[src/rtl/wdog_pkg.sv]
package wdog_pkg;
  localparam int unsigned CTRL_EN_BIT   = 7;
  localparam int unsigned CTRL_CLR_BIT  = 6;
  localparam int unsigned CTRL_IDLE_BIT = 5;
  localparam int unsigned SEL_W         = 3;
  localparam int unsigned SHIFT_W       = 4;

  // ratio = 2**shift; codes 001 and 010 are swapped against binary order
  function automatic logic [SHIFT_W-1:0] sel_to_shift(input logic [SEL_W-1:0] sel);
    unique case (sel)
      3'b001:  sel_to_shift = 4'd3;
      3'b010:  sel_to_shift = 4'd2;
      default: sel_to_shift = {1'b0, sel} + 4'd1;
    endcase
  endfunction
endpackage

[src/rtl/wdog_div.sv]
module wdog_div #(
  parameter int unsigned BASE_DIV = 12,
  localparam int unsigned CNT_W   = $clog2(BASE_DIV)
) (
  input  logic clk_i,
  input  logic rst_ni,
  input  logic run_i,
  output logic tick_o
);
  logic [CNT_W-1:0] cnt_q;
  localparam logic [CNT_W-1:0] LAST = CNT_W'(BASE_DIV - 1);

  assign tick_o = run_i && (cnt_q == LAST);

  always_ff @(posedge clk_i or negedge rst_ni) begin
    if (!rst_ni)     cnt_q <= '0;
    else if (tick_o) cnt_q <= '0;
    else if (run_i)  cnt_q <= cnt_q + 1'b1;
  end
endmodule

[src/rtl/wdog_presc.sv]
module wdog_presc #(
  parameter int unsigned PRE_W   = 8,
  localparam int unsigned SHIFT_W = wdog_pkg::SHIFT_W
) (
  input  logic               clk_i,
  input  logic               rst_ni,
  input  logic               tick_i,
  input  logic               clr_i,
  input  logic [SHIFT_W-1:0] shift_i,
  output logic [PRE_W-1:0]   cnt_o,
  output logic               tick_o
);
  logic [PRE_W-1:0] cnt_q;
  logic [PRE_W:0]   lim;
  logic             wrap;

  assign lim    = ((PRE_W+1)'(1) << shift_i) - 1'b1;
  // >= so that a smaller ratio chosen mid-count still wraps at once
  assign wrap   = ({1'b0, cnt_q} >= lim);
  assign tick_o = tick_i && !clr_i && wrap;
  assign cnt_o  = cnt_q;

  always_ff @(posedge clk_i or negedge rst_ni) begin
    if (!rst_ni) cnt_q <= '0;
    else if (tick_i) begin
      if (clr_i || wrap) cnt_q <= '0;
      else               cnt_q <= cnt_q + 1'b1;
    end
  end
endmodule

[src/rtl/wdog_timer.sv]
module wdog_timer #(
  parameter int unsigned TIMER_W = 14
) (
  input  logic               clk_i,
  input  logic               rst_ni,
  input  logic               tick_i,
  input  logic               clr_i,
  output logic [TIMER_W-1:0] cnt_o,
  output logic               ovf_o
);
  logic [TIMER_W-1:0] cnt_q;

  assign ovf_o = tick_i && (&cnt_q);
  assign cnt_o = cnt_q;

  always_ff @(posedge clk_i or negedge rst_ni) begin
    if (!rst_ni)     cnt_q <= '0;
    else if (clr_i)  cnt_q <= '0;
    else if (tick_i) cnt_q <= cnt_q + 1'b1;
  end
endmodule

[src/rtl/wdog_ctrl.sv]
module wdog_ctrl
  import wdog_pkg::*;
(
  input  logic             clk_i,
  input  logic             rst_ni,
  input  logic             wr_i,
  input  logic [7:0]       wdata_i,
  input  logic             div_tick_i,
  input  logic             wdt_rst_i,
  output logic             en_o,
  output logic             idle_run_o,
  output logic [SEL_W-1:0] sel_o,
  output logic             clr_do_o,
  output logic [7:0]       view_o
);
  logic             en_q, idle_run_q, pend_q;
  logic [SEL_W-1:0] sel_q;

  always_ff @(posedge clk_i or negedge rst_ni) begin
    if (!rst_ni) begin
      en_q       <= 1'b0;
      idle_run_q <= 1'b0;
      sel_q      <= '0;
    end else if (wdt_rst_i) begin
      en_q       <= 1'b0;
      idle_run_q <= 1'b0;
      sel_q      <= '0;
    end else if (wr_i) begin
      en_q       <= wdata_i[CTRL_EN_BIT];
      idle_run_q <= wdata_i[CTRL_IDLE_BIT];
      sel_q      <= wdata_i[SEL_W-1:0];
    end
  end

  // restart request waits for the next instruction-cycle boundary
  always_ff @(posedge clk_i or negedge rst_ni) begin
    if (!rst_ni)                             pend_q <= 1'b0;
    else if (wdt_rst_i)                      pend_q <= 1'b0;
    else if (wr_i && wdata_i[CTRL_CLR_BIT])  pend_q <= 1'b1;
    else if (div_tick_i)                     pend_q <= 1'b0;
  end

  assign clr_do_o   = div_tick_i && pend_q;
  assign en_o       = en_q;
  assign idle_run_o = idle_run_q;
  assign sel_o      = sel_q;

  always_comb begin
    view_o                = '0;
    view_o[CTRL_EN_BIT]   = en_q;
    view_o[CTRL_IDLE_BIT] = idle_run_q;
    view_o[SEL_W-1:0]     = sel_q;
  end
endmodule

[src/rtl/wdog_top.sv]
module wdog_top
  import wdog_pkg::*;
#(
  parameter int unsigned BASE_DIV        = 12,
  parameter int unsigned TIMER_W         = 14,
  parameter int unsigned PRE_W           = 8,
  parameter int unsigned ADDR_W          = 8,
  parameter logic [ADDR_W-1:0] CTRL_ADDR = 8'h4C
) (
  input  logic              clk_i,
  input  logic              rst_ni,
  input  logic [ADDR_W-1:0] addr_i,
  input  logic              wr_i,
  input  logic [7:0]        wdata_i,
  output logic [7:0]        rdata_o,
  input  logic              idle_i,
  output logic              wdt_rst_o
);
  logic               hit, run, div_tick, pre_tick, ovf, clr_do;
  logic               en, idle_run;
  logic [SEL_W-1:0]   sel;
  logic [7:0]         view;
  logic [PRE_W-1:0]   pre_cnt;
  logic [TIMER_W-1:0] tmr_cnt;
  logic               rst_q;

  assign hit = (addr_i == CTRL_ADDR);
  assign run = !idle_i || idle_run;

  wdog_ctrl i_ctrl (
    .clk_i, .rst_ni,
    .wr_i       (wr_i && hit),
    .wdata_i,
    .div_tick_i (div_tick),
    .wdt_rst_i  (rst_q),
    .en_o       (en),
    .idle_run_o (idle_run),
    .sel_o      (sel),
    .clr_do_o   (clr_do),
    .view_o     (view)
  );

  wdog_div #(.BASE_DIV(BASE_DIV)) i_div (
    .clk_i, .rst_ni, .run_i(run), .tick_o(div_tick)
  );

  wdog_presc #(.PRE_W(PRE_W)) i_presc (
    .clk_i, .rst_ni,
    .tick_i  (div_tick),
    .clr_i   (clr_do),
    .shift_i (sel_to_shift(sel)),
    .cnt_o   (pre_cnt),
    .tick_o  (pre_tick)
  );

  wdog_timer #(.TIMER_W(TIMER_W)) i_timer (
    .clk_i, .rst_ni,
    .tick_i (pre_tick),
    .clr_i  (clr_do),
    .cnt_o  (tmr_cnt),
    .ovf_o  (ovf)
  );

  always_ff @(posedge clk_i or negedge rst_ni) begin
    if (!rst_ni) rst_q <= 1'b0;
    else         rst_q <= ovf && en;
  end

  assign wdt_rst_o = rst_q;
  assign rdata_o   = hit ? view : 8'h00;
endmodule

[config.mk]
export PLATFORM = sky130hd
export DESIGN_NAME = wdog_top
export DESIGN_NICKNAME = d
export VERILOG_FILES = /design/src/rtl/wdog_pkg.sv /design/src/rtl/wdog_div.sv /design/src/rtl/wdog_presc.sv /design/src/rtl/wdog_timer.sv /design/src/rtl/wdog_ctrl.sv /design/src/rtl/wdog_top.sv
export SDC_FILE = /design/constraint.sdc
export NUM_CORES = 1
export LEC_CHECK = 0
export ABC_AREA = 1
export BUFFER_PORTS_ARGS = -buffer_cell sky130_fd_sc_hd__buf_2
export CORE_MARGIN = 2
export CORE_UTILIZATION = 44
export DETAILED_ROUTE_END_ITERATION = 8
export SETUP_SLACK_MARGIN = 0.02
export SKIP_LAST_GASP = 1
export SLEW_MARGIN = 20
export SYNTH_ARGS = -nofsm -noshare
export SYNTH_HDL_FRONTEND = slang
export SYNTH_SLANG_ARGS = --single-unit
[constraint.sdc]
create_clock -name clk_i -period 3.7 [get_ports clk_i]
set_clock_uncertainty 0.05 [all_clocks]
set_input_delay 0.555 -clock clk_i [delete_from_list [all_inputs] [get_ports clk_i]]
set_output_delay 0.555 -clock clk_i [all_outputs]
set_load 0.01 [all_outputs]
==> flow_summary.rst <==
.. list-table::
   :header-rows: 1

   * - Metric
     - Value
   * - Number of synthesized register bits
     - 33
   * - Fraction of final layout cells with drive strength greater than 1
     - 16.0%
   * - Met2 layer usage reported by global route
     - 30.0%
   * - Met3 capacity usage during global routing
     - 3.26%
   * - Endpoint of the most critical register-to-register path
     - i_timer.cnt_o[12]
   * - Top Usage Layer GRT
     - met2
   * - H-tree levels
     - 2
   * - Setup-failing EPs final
     - 0
   * - R2R depth
     - 22
   * - Final setup TNS
     - 0 ns
   * - Number of pins with negative max-slew slack in the final report
     - 0
   * - Fillers
     - ~520
   * - Critical path data required time
     - 3.81 ns
   * - Peak supply drop
     - 0.400 mV
   * - Synthesized netlist cell count
     - a little over 300
   * - Clock root buffer
     - sky130_fd_sc_hd__clkbuf_8
   * - Delay of the slowest cell on the worst path
     - 0.43 ns
   * - HPWL after detailed placement
     - 3480 um
   * - Antenna violations before repair
     - 0
   * - Area growth, synth to finish
     - 10.2%
   * - Startpoint of the worst setup timing path
     - i_ctrl.sel_o[0]
   * - Average vias per placed instance
     - 4.78
   * - Slew at the pin closest to its max-slew limit
     - 0.737 ns
   * - Maximum fanout along the worst path
     - 16
   * - Total gr overflow
     - 0
   * - Layout Nets
     - roughly 370
   * - Number of antenna repair diodes
     - 0
   * - Yosys warnings
     - 0
   * - Post-synthesis instance area
     - about 2400 sq um
   * - Max Root-Sink Buffers
     - 2
   * - CP startpoint kind
     - register
   * - Mean cell area of the mapped netlist
     - 7.83 sq um
   * - Total Power Consumption
     - 993 uW
   * - Hold Vio Cnt, Final
     - 0
   * - Core region area
     - just over 5000 sq um
   * - Final wirelength
     - 4690 um
   * - Crit path arrival time
     - 3.37 ns
   * - Clk pin slew, worst setup/hold paths
     - roughly 0.070 ns
   * - Total number of placement rows
     - 26
   * - Antenna viol nets, final
     - 0
   * - Top-level I/O count
     - 29
   * - Number of DRC violations after detailed routing
     - 0
   * - CTS Sinks
     - 33
   * - Total power density per cell area
     - 376 nW/um^2
   * - Vert. Die Dim
     - about 80 um
   * - Library cell contributing the largest single delay on the critical path
     - sky130_fd_sc_hd__dfrtp_2
   * - TritonCTS clock tree
     - yes
   * - Leakage component of the power
     - 0.00129 uW
   * - Via count
     - 1923
   * - Number of buffers added for setup after CTS
     - 0
   * - Area of the die
     - 6050 sq um
   * - Critical path cell sequence
     - inv_1, ha_1, nor2_1, nand2_1, nand3_2, inv_1, nand2_1, ha_1, inv_1, nor4_1, xor2_1, ha_1, nand2_1, inv_1, nand2_1, nand2_1, nand2_1, nand2_2, nand3_4, nand2_4, nand2_1, nand2_1
   * - Global-route wire length before repair
     - approximately 8700 um
   * - Maxcap violations
     - 0
   * - Horiz. Die Dim
     - 77.8 um
   * - Pin count of the biggest net entering global routing
     - 34
   * - Worst setup slack for register-to-register paths
     - 0.45 ns
   * - Most used cell along the critical path
     - sky130_fd_sc_hd__nand2_1
   * - Number of iterations in the first detailed-routing pass
     - 4
   * - Result of the run
     - finished, final reports clean
   * - Achievable clock frequency
     - 308 MHz
   * - Initial DRC Count
     - 65
   * - Period minus WS final
     - 3.25 ns
   * - Number of buffers created by CTS
     - 5
   * - Crit. End Element
     - register
   * - Critical path class
     - reg -> reg
   * - Met1 routing resource usage after global routing
     - 23.1%
   * - Initial Util
     - 46.3%
   * - Hold WC Path Type
     - in -> async
   * - Share of the cycle needed by the critical path after routing
     - 87.9%
   * - Number of input and output port buffers inserted
     - 23
   * - Clock Latency Late Sink
     - around 0.28 ns
   * - Unrepaired setup endpoints after global routing
     - false
   * - Worst r2r src
     - i_ctrl.sel_o[0]
   * - Routed length per placed instance
     - about 12 um
   * - Proportion of synthesized chip area in sequential cells
     - 34.5%
   * - Unique masters post-synth
     - 32
   * - Routability cong.
     - around 0.84
   * - Worst slew margin relative to its limit
     - roughly 51%
   * - GRT Overall Usage
     - 17.8%
   * - Number of global-route vias before repair
     - 2026
==> critical path, delay by kind of cell, from the launching register on <==
kind,cells,cell delay [ns]
simple gates,14,1.45
buf+inv,4,0.31
fa+ha+maj,3,0.68
xor+xnor,1,0.21
flops,1,0.43
==> flip-flops by register name, summed over array words and instances (netlist names) <==
register and flops:
i_ctrl.sel_o 3, i_div.cnt_q 4, i_ctrl.en_o 1, i_ctrl.idle_run_o 1
i_ctrl.pend_q 1, i_presc.cnt_o 8, i_timer.cnt_o 14, wdt_rst_o 1
==> power breakdown <==
part	leakage, uW	internal [uW]	switching (uW)
Sequential	0.000447	402	37.4
Clock	0.0000443	147	123
Combinational	0.000797	106	177
Total	0.00129	656	337
==> synth_stat cells <==
| cell | number | area, sq um |
|---|---|---|
| sky130_fd_sc_hd__dfrtp_1 | 33 | 826 |
| sky130_fd_sc_hd__nand2_4 | 3 | 33.8 |
| sky130_fd_sc_hd__nand3_2 | 2 | 20.0 |
| sky130_fd_sc_hd__nor3_1 | 6 | 30.0 |
| sky130_fd_sc_hd__nand2_2 | 3 | 18.8 |
| sky130_fd_sc_hd__o21ai_1 | 1 | 5.00 |
| sky130_fd_sc_hd__inv_2 | 4 | 15.0 |
| sky130_fd_sc_hd__xor2_1 | 13 | 114 |
| sky130_fd_sc_hd__and3_1 | 1 | 6.26 |
| sky130_fd_sc_hd__nor4_1 | 1 | 6.26 |
| sky130_fd_sc_hd__conb_1 | 1 | 3.75 |
| sky130_fd_sc_hd__nor2_4 | 3 | 33.8 |
| sky130_fd_sc_hd__buf_6 | 3 | 33.8 |
| sky130_fd_sc_hd__nor2_1 | 35 | 131 |
| sky130_fd_sc_hd__a211oi_1 | 1 | 7.51 |
| sky130_fd_sc_hd__nand3_4 | 2 | 35.0 |
| sky130_fd_sc_hd__o21ai_0 | 12 | 60.1 |
| sky130_fd_sc_hd__nor3_4 | 2 | 32.5 |
| sky130_fd_sc_hd__o31ai_2 | 1 | 12.5 |
| sky130_fd_sc_hd__o31ai_1 | 1 | 7.51 |
| sky130_fd_sc_hd__buf_2 | 1 | 5.00 |
| sky130_fd_sc_hd__ha_1 | 17 | 213 |
| sky130_fd_sc_hd__nand2_1 | 68 | 255 |
| sky130_fd_sc_hd__inv_1 | 31 | 116 |
| sky130_fd_sc_hd__nand3b_1 | 1 | 7.51 |
| sky130_fd_sc_hd__nand3_1 | 26 | 130 |
| sky130_fd_sc_hd__a21oi_1 | 6 | 30.0 |
| sky130_fd_sc_hd__or2_0 | 1 | 6.26 |
| sky130_fd_sc_hd__nor2_2 | 1 | 6.26 |
| sky130_fd_sc_hd__xnor2_1 | 11 | 96.3 |
| sky130_fd_sc_hd__buf_4 | 3 | 22.5 |
| sky130_fd_sc_hd__nand4_1 | 12 | 75.1 |
==> placed cells by master (no fill, tap or decap), drive strengths merged <==
cell     n
nand2   74
nor2    39
inv     35
dfrtp   33
nand3   30
buf     24
ha      17
xor2    13
o21ai   13
nand4   12
xnor2   11
nor3     8
clkbuf   7
a21oi    6
conb     3
o31ai    2
a211oi   1
nor4     1
and3     1
or2      1
nand3b   1
==> worst max path at each step <==
stage | to | slack [ns] | cells past startpoint
6_report | i_timer.cnt_o[12] | 0.45 | 22
5_1_grt | i_timer.cnt_o[12] | 0.05 | 22
4_1_cts | i_timer.cnt_o[12] | 0.33 | 22
3_5_place_dp | i_timer.cnt_o[12] | 0.35 | 22
3_3_place_gp | i_timer.cnt_o[12] | 0.40 | 20
2_1_floorplan | i_timer.cnt_o[10] | 0.69 | 21
==> metrics by stage <==
stage | std cells | hold slack, ns | setup slack (ns) | util [%] | instance area [sq um]
5_1_grt | 402 | 0.355 | 0.0510 | 51.1 | 2640
3_3_place_gp | 395 | 0.396 | 0.398 | 49.3 | 2550
6_report | 402 | 0.287 | 0.449 | 51.1 | 2640
2_1_floorplan | 308 | 0.209 | 0.687 | - | 2400
3_5_place_dp | 395 | 0.411 | 0.346 | 49.3 | 2550
4_1_cts | 402 | 0.311 | 0.328 | 51.0 | 2640
==> layer usage <==
metal | vias up | wire, um
li1 | 1034 | -
met4 | 0 | 55
met5 | - | 0
met1 | 868 | 2290
met2 | 16 | 2240
met3 | 5 | 93
==> cell families after synthesis <==
group / synth area share, %
simple gates: 34.6
xor+xnor: 8.77
compound gates: 5.12
other cells: 0.157
buf+inv: 8.04
flops: 34.5
fa+ha+maj: 8.88
==> final cells by class <==
class                      count  area (sq um)  area share, %
sequential                    33           828           31.4
multi-input combinational    233          1390           52.4
clock buffer                   7          86.3           3.27
inverter                      35           131           4.97
timing repair buffer          24           123           4.64
tap                           70          87.6           3.32
==> what timing repair did <==
item,in CTS,in global routing
endpoints found under the setup margin,0,8
hold buffers,0,0
resized for setup,0,2
No activity file was read; power rests on OpenSTA's default activity.
